## src/rtl/kbd_init_pkg.sv

```systemverilog
// Package: types and the fixed command script shared by the sequencer.
// Assumes a script of five bytes; the gap after each byte is chosen in
// the script module from parameters.
package kbd_init_pkg;

    typedef enum logic [1:0] {
        ST_LOAD = 2'd0,
        ST_XFER = 2'd1,
        ST_GAP  = 2'd2,
        ST_DONE = 2'd3
    } seq_state_t;

    localparam int SCRIPT_LEN  = 5;
    localparam int SETTLE_STEP = 2;   // the byte after which the long settle gap applies

    // Command byte at a given script position.
    function automatic logic [7:0] script_byte(input int idx);
        case (idx)
            0:       return 8'hF6;  // restore defaults
            1:       return 8'hF0;  // scan set select
            2:       return 8'h02;  // set 2
            3:       return 8'hED;  // indicator control
            default: return 8'h02;  // Num Lock lamp on
        endcase
    endfunction

endpackage

```

## src/rtl/kbd_init_script.sv

```systemverilog
// Script lookup: gives the byte, the gap that follows it, and whether
// it is the final byte. Purely combinational; assumes step < SCRIPT_LEN.
module kbd_init_script
    import kbd_init_pkg::*;
#(
    parameter int GAP_TICKS    = 2,
    parameter int SETTLE_TICKS = 5,
    parameter int CNT_W        = 4,
    parameter int STEP_W       = 3
) (
    input  logic [STEP_W-1:0] step,
    output logic [7:0]        byte_o,
    output logic [CNT_W-1:0]  gap_o,
    output logic              last_o
);

    logic [7:0]       rom_byte [SCRIPT_LEN];
    logic [CNT_W-1:0] rom_gap  [SCRIPT_LEN];

    // Build the script table, one entry per step.
    for (genvar i = 0; i < SCRIPT_LEN; i++) begin : g_rom
        assign rom_byte[i] = script_byte(i);
        if (i == SETTLE_STEP) begin : g_settle
            assign rom_gap[i] = CNT_W'(SETTLE_TICKS);
        end else begin : g_plain
            assign rom_gap[i] = CNT_W'(GAP_TICKS);
        end
    end

    // Select the current entry; out-of-range steps read as the last one.
    always_comb begin
        if (int'(step) < SCRIPT_LEN) begin
            byte_o = rom_byte[step];
            gap_o  = rom_gap[step];
        end else begin
            byte_o = rom_byte[SCRIPT_LEN-1];
            gap_o  = rom_gap[SCRIPT_LEN-1];
        end
        last_o = (int'(step) >= SCRIPT_LEN - 1);
    end

endmodule

```

## src/rtl/kbd_tick_timer.sv

```systemverilog
// Tick-counting wait timer. Loaded with a number of frame ticks; counts
// down only on ticks while running and flags the cycle of the final tick.
// Assumes load values of at least one.
module kbd_tick_timer #(
    parameter int CNT_W = 4
) (
    input  logic             clk,
    input  logic             rst_n,
    input  logic             load,
    input  logic [CNT_W-1:0] load_val,
    input  logic             run,
    input  logic             frame_tick,
    output logic             expire
);

    logic [CNT_W-1:0] remain;

    // Last tick of the wait: the remaining count is one or less.
    assign expire = run && frame_tick && (remain <= CNT_W'(1));

    // Load, or count down one per tick while running.
    always_ff @(posedge clk) begin
        if (!rst_n) begin
            remain <= '0;
        end else if (load) begin
            remain <= load_val;
        end else if (run && frame_tick && remain != '0) begin
            remain <= remain - CNT_W'(1);
        end
    end

    // Without a tick or a load, the count does not move.
    p_idle_hold_r6: assert property (@(posedge clk) disable iff (!rst_n)
        (!load && !frame_tick) |=> $stable(remain));

endmodule

```

## src/rtl/kbd_retry_ctr.sv

```systemverilog
// Attempt counter: counts failed attempts and flags the final allowed one.
// Cleared only by reset.
module kbd_retry_ctr #(
    parameter int MAX_TRIES = 3,
    parameter int TRY_W     = $clog2(MAX_TRIES + 1)
) (
    input  logic clk,
    input  logic rst_n,
    input  logic bump,
    output logic last_try
);

    logic [TRY_W-1:0] tries;

    assign last_try = (int'(tries) >= MAX_TRIES - 1);

    // Advance on every failed attempt that leads to a restart.
    always_ff @(posedge clk) begin
        if (!rst_n) begin
            tries <= '0;
        end else if (bump && !last_try) begin
            tries <= tries + TRY_W'(1);
        end
    end

    p_tries_bound_r8: assert property (@(posedge clk) disable iff (!rst_n)
        int'(tries) < MAX_TRIES);

endmodule

```

## src/rtl/kbd_init_seq.sv

```systemverilog
// Keyboard configuration sequencer (top). Walks the command script, handing
// each byte to the transmitter when it is idle. It waits for each byte to be
// accepted, pauses a tick-counted gap, and restarts on transmitter errors.
// Assumes the transmitter raises tx_busy in the cycle after tx_load.
module kbd_init_seq
    import kbd_init_pkg::*;
#(
    parameter int GAP_TICKS    = 2,
    parameter int SETTLE_TICKS = 5,
    parameter int MAX_TRIES    = 3
) (
    input  logic       clk,
    input  logic       rst_n,
    input  logic       frame_tick,
    input  logic       tx_busy,
    input  logic       tx_error,
    output logic [7:0] tx_data,
    output logic       tx_load,
    output logic       done,
    output logic       failed
);

    localparam int MAX_GAP = (GAP_TICKS > SETTLE_TICKS) ? GAP_TICKS : SETTLE_TICKS;
    localparam int CNT_W   = $clog2(MAX_GAP + 1);
    localparam int STEP_W  = $clog2(SCRIPT_LEN);

    seq_state_t       state;
    logic [STEP_W-1:0] step;
    logic [CNT_W-1:0]  gap_len;
    logic              last_step;
    logic              gap_expire;
    logic              last_try;
    logic              accept;
    logic              err_seen;
    logic              fail_flag;

    kbd_init_script #(
        .GAP_TICKS   (GAP_TICKS),
        .SETTLE_TICKS(SETTLE_TICKS),
        .CNT_W       (CNT_W),
        .STEP_W      (STEP_W)
    ) u_script (
        .step  (step),
        .byte_o(tx_data),
        .gap_o (gap_len),
        .last_o(last_step)
    );

    kbd_tick_timer #(
        .CNT_W(CNT_W)
    ) u_timer (
        .clk       (clk),
        .rst_n     (rst_n),
        .load      (accept),
        .load_val  (gap_len),
        .run       (state == ST_GAP),
        .frame_tick(frame_tick),
        .expire    (gap_expire)
    );

    kbd_retry_ctr #(
        .MAX_TRIES(MAX_TRIES)
    ) u_retry (
        .clk     (clk),
        .rst_n   (rst_n),
        .bump    (err_seen),
        .last_try(last_try)
    );

    // Transfer outcome decode and load strobe.
    always_comb begin
        err_seen = (state == ST_XFER) && tx_error;
        accept   = (state == ST_XFER) && !tx_error && !tx_busy;
        tx_load  = (state == ST_LOAD) && !tx_busy;
    end

    assign done   = (state == ST_DONE);
    assign failed = fail_flag;

    // Main sequencing state machine.
    always_ff @(posedge clk) begin
        if (!rst_n) begin
            state     <= ST_LOAD;
            step      <= '0;
            fail_flag <= 1'b0;
        end else begin
            case (state)
                ST_LOAD: if (tx_load) state <= ST_XFER;
                ST_XFER: begin
                    if (err_seen) begin
                        step <= '0;
                        if (last_try) begin
                            state     <= ST_DONE;
                            fail_flag <= 1'b1;
                        end else begin
                            state <= ST_LOAD;
                        end
                    end else if (accept) begin
                        if (last_step) begin
                            state <= ST_DONE;
                        end else begin
                            step  <= step + STEP_W'(1);
                            state <= ST_GAP;
                        end
                    end
                end
                ST_GAP:  if (gap_expire) state <= ST_LOAD;
                default: state <= ST_DONE;
            endcase
        end
    end

    p_load_idle_r5: assert property (@(posedge clk) disable iff (!rst_n)
        tx_load |-> !tx_busy);
    p_load_pulse_r5: assert property (@(posedge clk) disable iff (!rst_n)
        tx_load |=> !tx_load);
    p_done_hold_r9: assert property (@(posedge clk) disable iff (!rst_n)
        done |=> done);
    p_quiet_done_r9: assert property (@(posedge clk) disable iff (!rst_n)
        done |-> !tx_load);
    p_fail_done_r8: assert property (@(posedge clk) disable iff (!rst_n)
        failed |-> done);
    p_restart_byte_r1: assert property (@(posedge clk) disable iff (!rst_n)
        (state == ST_XFER && tx_error && !last_try) |=> (tx_data == 8'hF6));

endmodule

```

## config.mk

```make
export PLATFORM = sky130hd
export DESIGN_NAME = kbd_init_seq
export DESIGN_NICKNAME = d
export VERILOG_FILES = /design/src/rtl/kbd_init_pkg.sv /design/src/rtl/kbd_init_script.sv /design/src/rtl/kbd_tick_timer.sv /design/src/rtl/kbd_retry_ctr.sv /design/src/rtl/kbd_init_seq.sv
export SDC_FILE = /design/constraint.sdc
export NUM_CORES = 1
export LEC_CHECK = 0
export BUFFER_PORTS_ARGS = -buffer_cell sky130_fd_sc_hd__buf_2
export CORE_MARGIN = 5
export CORE_UTILIZATION = 50
export CTS_BUF_LIST = sky130_fd_sc_hd__clkbuf_8
export CTS_CLUSTER_DIAMETER = 40
export DETAILED_ROUTE_END_ITERATION = 6
export PLACE_DENSITY = 0.75
export SETUP_SLACK_MARGIN = 0.3
export SLEW_MARGIN = 20
export SYNTH_ARGS = -nofsm -noshare
export SYNTH_HDL_FRONTEND = slang
export SYNTH_SLANG_ARGS = --single-unit
```

## constraint.sdc

```tcl
create_clock -name clk -period 4.5 [get_ports clk]
set_input_delay 0.675 -clock clk [delete_from_list [all_inputs] [get_ports clk]]
set_output_delay 0.675 -clock clk [all_outputs]
set_load 0.03 [all_outputs]
```

==> metrics.txt, run 1 <==
antenna cells 0; Comb pwr share 19.3%; register area share after synthesis ~28%; cell taking the most area after synthesis dfxtp_1; Worst-path clk slew 50 ps; Die Area 2490 um2; critical path arrival 1430 ps; Port Buffers 15; CTS tree built; 1st-iter DRT viols 6; Root Buffer clkbuf_8; max_slew headroom 70.0%; initial antenna violation count 0; clock power share 37.5%; RSZ-0062 raised after global routing false; number of fill cells in the layout 151; Net Sw Frac 28.9%; fin cells 119; Synth cell types 35; Starting Density a little over half; Hold Buf Count CTS 0; gp weighted congestion 0.800; Die Wd 49.9 um; crit end category output port; commonest cells after routing, fill and taps aside 15 x buf_2, 12 x inv_1, 11 x dfxtp_1, 9 x ha_1, 6 x nor2_1; Final #Nets ~120; Fin. Hold Viols 0; syn avg cell area 8.76 um2; P_leak 0.000353 uW; die height approximately 50 um; minimum clock period approximately 2100 ps; register bit count reported by yosys 11; Power, Total roughly 260 uW; pre-CTS WS 2650 ps; endpoints failing setup 0; setup TNS 0 ps; CTS resizes 0; clock buffer depth 2; Detail Placement HPWL 1230 um; Via density 5.60; Post-Synthesis Cells 91; total internal power 185 uW; Sw Pwr 75.4 uW; Syn Nets 105; Global Route Usage Sum 14.1%; pin count of the biggest net entering global routing 14; # clock sinks 11; worst min path class flip-flop to flip-flop; netlist area before placement about 800 um2; CP required 3830 ps; crit path kind flip-flop to output port; fmax about 480 MHz; Post-Route WL 1610 um; Multi-input gate area between 400 and 500 um2; Remaining DRCs 0; I/O Pins 16; status finished, final reports clean; Flop pwr share between 40% and 50%; post-synth top area share 27.6%; first-pass GRT wire length 2640 um; Synth Warn # 0; vias in the first global route between 600 and 700; Inst Count DP 115; H-tree depth 1; CTS buffer count 3; post-route ant nets 0; crit share post-route 46.7%; core area 1510 um2; worst-path fanout max 4; P per Cell Area 295 nW/um2; synth top area cells dfxtp_1 28%, ha_1 14%, inv_1 5.2%; Layout Area Growth over Synthesis 10.8%; layout cell share with drive strength beyond 1 24.3%; VDD IR max around 0.21 mV; Max-Cap Viols 0; clk_lat worst skew between 200 and 250 ps; Post CTS Setup Buffer Count 0; wire length per cell around 14 um; Critical Path Source Type flip-flop; Post-Route Skew 4.05 ps; grt total ovfl 0; max-slew violations 0; via count 666; Worst-Margin Slew 449 ps; Final Util a little under 60%; flip-flop and latch area roughly 220 um2; commonest non-fill, non-tap cell in the layout buf_2; Row Count 14; drt pass-1 iters 4; final worst slack around 2400 ps
[Yosys cell counts, drive strengths merged]
| library cell | n |
|---|---|
| a211oi | 1 |
| a21boi | 1 |
| a21oi | 4 |
| a311oi | 2 |
| a31oi | 1 |
| a32o | 1 |
| and2 | 1 |
| and4bb | 2 |
| buf | 7 |
| dfxtp | 11 |
| ha | 9 |
| inv | 11 |
| nand2 | 3 |
| nand2b | 1 |
| nand3 | 3 |
| nand3b | 2 |
| nor2 | 6 |
| nor3 | 5 |
| nor4 | 1 |
| nor4b | 2 |
| o211a | 1 |
| o21a | 2 |
| o21ai | 5 |
| o21bai | 1 |
| o22ai | 2 |
| o31ai | 1 |
| or2 | 3 |
| or3 | 1 |
| or4 | 1 |
[state kept, by name, summed over array words and instances, names as in the netlist]
| register | count |
|---|---|
| u_retry.tries | 2 |
| u_timer.remain | 3 |
| failed | 1 |
| state | 2 |
| step | 3 |
[area by class of cell]
type                            count  share of cell area, %
Tap cell                           16                   2.27
Timing Repair Buffer               15                   8.50
Multi-Input combinational cell     62                   54.5
Clock buffer                        3                   4.67
Inverter                           11                   4.67
Clock inverter                      1                  0.425
Sequential cell                    11                   24.9
[per-stage QoR]
step                      area (um2)  hold WS [ps]
after floorplan                  797           444
after global placement           838           447
after detailed placement         838           465
after CTS                        883           470
after global routing             883           501
final                            883           476
[power groups by stage]
stage	combinational, uW	clock (uW)	sequential, uW
CTS	51.4	104	112
detailed placement	50.7	0	114
finish	50.4	97.8	112
global placement	48.8	0	114
floorplan	44.0	0	108
global route	56.2	107	113
[metal layers]
layer  share of wire (%)  vias to the layer above  GRT usage (%)
met5                   0                        -              0
met2                  50                        8           22.2
li1                    -                      341              -
met1                  43                      312           15.3
met3                 4.0                        5           5.72
met4                 3.2                        0           9.17
[final timing paths]
path                     startpoint                end  slack (ps)  depth (start not counted)
setup / recovery            step[0]         tx_data[1]        2400                          4
hold / removal     u_retry.tries[0]   u_retry.tries[0]         480                          2
setup reg to reg  u_timer.remain[0]  u_timer.remain[2]        2970                          6
hold reg to reg    u_retry.tries[0]   u_retry.tries[0]         480                          2
[critical path, stage by stage, from the launching register on]
cell	delay, ps
dfxtp_1	360
inv_1	100
ha_1	210
or3_1	330
buf_2	180
[cell families (layout without fill, tap and decap cells)]
logic type | Yosys count | count (layout) | share of synthesized area (%)
AO/OA/AOI/OAI | 22 | 22 | 19.2
adder cells (fa/ha/maj) | 9 | 9 | 14.1
buffers and inverters | 18 | 30 | 11.9
flip-flops | 11 | 11 | 27.6
AND/OR/NAND/NOR | 31 | 31 | 27.2
Note: power is estimated with default switching activity, not from simulation.
==> run 2, diff against run 1 <==
clock period = 2.1 ns   (was 4.5 ns; I/O delays follow)
==> metrics.txt, run 2 (synthesis results as in run 1) <==
VDD IR max 0.498 mV (+140%); P_leak 0.000354 uW (+0.14%); Row Count 14 (unchanged); Post-Route WL 1570 um (-2.5%); fmax 589 MHz; first-pass GRT wire length 2930 um (+11%); drt pass-1 iters 4 (unchanged); Die Wd 49.9 um (unchanged); fin cells 119 (unchanged); pin count of the biggest net entering global routing 14 (unchanged); Worst-path clk slew 50 ps (about the same); # clock sinks 11 (unchanged); minimum clock period 1700 ps; Hold Buf Count CTS 0 (unchanged); Remaining DRCs 0 (unchanged); commonest cells after routing, fill and taps aside 15 x buf_2, 12 x inv_1, 10 x dfxtp_1, 9 x ha_1, 6 x nor2_1; Critical Path Source Type flip-flop; wire length per cell 13.2 um (-2.5%); crit share post-route 80.9%; clock buffer depth 2 (unchanged); gp weighted congestion 0.776 (-3.0%); post-route cell area 885 um2 (+0.14%); Root Buffer clkbuf_8; max-slew violations 0 (unchanged); Post-Route Skew 4.44 ps (+0.384 ps); Final Hold Slack 394 ps (-82.3 ps); Via density 5.50 (-1.8%); initial antenna violation count 0 (unchanged); setup TNS 0 ps (unchanged); Fin. Hold Viols 0 (unchanged); clk_lat worst skew 230 ps (about the same); crit path kind flip-flop to output port; RSZ-0062 raised after global routing false; crit end category output port; post-route ant nets 0 (unchanged); die height 49.9 um (unchanged); worst-path fanout max 4 (unchanged); I/O Pins 16 (unchanged); commonest non-fill, non-tap cell in the layout buf_2; Final #Nets 118 (unchanged); Port Buffers 15 (unchanged); Max-Cap Viols 0 (unchanged); endpoints failing setup 0 (unchanged); CTS buffer count 3 (unchanged); Met1 Routed Length 695 um (+1.5%); H-tree depth 1 (unchanged); critical path arrival 1380 ps (-50 ps); Layout Area Growth over Synthesis 11.0%; vias in the first global route 659 (+6.3%); Global Route Usage Sum 14.7% (+0.54 points); layout cell share with drive strength beyond 1 25.2% (+0.97 points); worst min path class primary input to flip-flop; P per Cell Area 625 nW/um2 (+110%); Flop pwr share 43.5% (+0.4 points); 1st-iter DRT viols 10 (+4); met2 WL 823 um (+2.4%); dpl cell area 838 um2 (unchanged); CTS resizes 0 (unchanged); via count 654 (-1.8%); Die Area 2490 um2 (unchanged); max_slew headroom 70.3% (+0.22 points); CTS tree built; Detail Placement HPWL 1220 um (-0.67%); Final Util 58.7% (+0.083 points); Worst-Margin Slew 445 ps (-3.35 ps); clock power share 36.9% (-0.6 points); Sw Pwr 157 uW (+110%); Net Sw Frac 28.3% (-0.62 points); met3 routed WL 41 um (-37%); status finished, final reports clean; Post CTS Setup Buffer Count 0 (unchanged); total internal power 396 uW (+110%); Starting Density 52.9% (unchanged); biggest regs step (3), u_timer.remain (3); Inst Count DP 115 (unchanged); antenna cells 0 (unchanged); grt total ovfl 0 (unchanged); Top Metal Used met4; CP required 1780 ps (-2050 ps); Comb pwr share 19.6% (+0.3 points); core area 1510 um2 (unchanged)
run 2: final cells by class:
class | instances | area, um2
inverters | 11 | 41.3
multi-input cells | 62 | 482
flip-flops and latches | 11 | 221
fillers | 154 | 622
repair buffers | 15 | 75.1
clock inverters | 1 | 3.75
well taps | 16 | 20.0
clock buffers | 3 | 41.3
run 2: worst paths after layout:
kind	start	end	slack, ps	cells past startpoint
setup / recovery	step[0]	tx_data[1]	400	4
setup reg to reg	u_timer.remain[0]	u_timer.remain[2]	550	6
hold / removal	rst_n	u_retry.tries[1]	390	2
hold reg to reg	failed	failed	470	1
run 2: per-stage QoR:
stage	total power, uW	setup WS, ps
2_1_floorplan	326	423
3_3_place_gp	350	612
3_5_place_dp	353	566
4_1_cts	560	340
5_1_grt	588	309
6_report	553	402
run 2: power by group through the flow:
| stage | combinational (uW) | sequential [uW] | clock [uW] |
|---|---|---|---|
| after floorplan | 94.3 | 231 | 0 |
| after detailed placement | 109 | 244 | 0 |
| after global routing | 123 | 243 | 222 |
| after CTS | 111 | 240 | 210 |
| after global placement | 105 | 244 | 0 |
| final | 108 | 241 | 204 |
run 2: routing by layer:
metal / vias to the layer above / GRT usage, %
met1: 300 / 16.6
li1: 345 / -
met4: 0 / 1.31
met5: - / 0
met3: 2 / 5.72
met2: 7 / 26.5
run 2: critical path, cell delays in order (launching register included):
cell and delay [ps]:
dfxtp_2 340, inv_1 90, ha_1 210, or3_1 330
buf_2 180
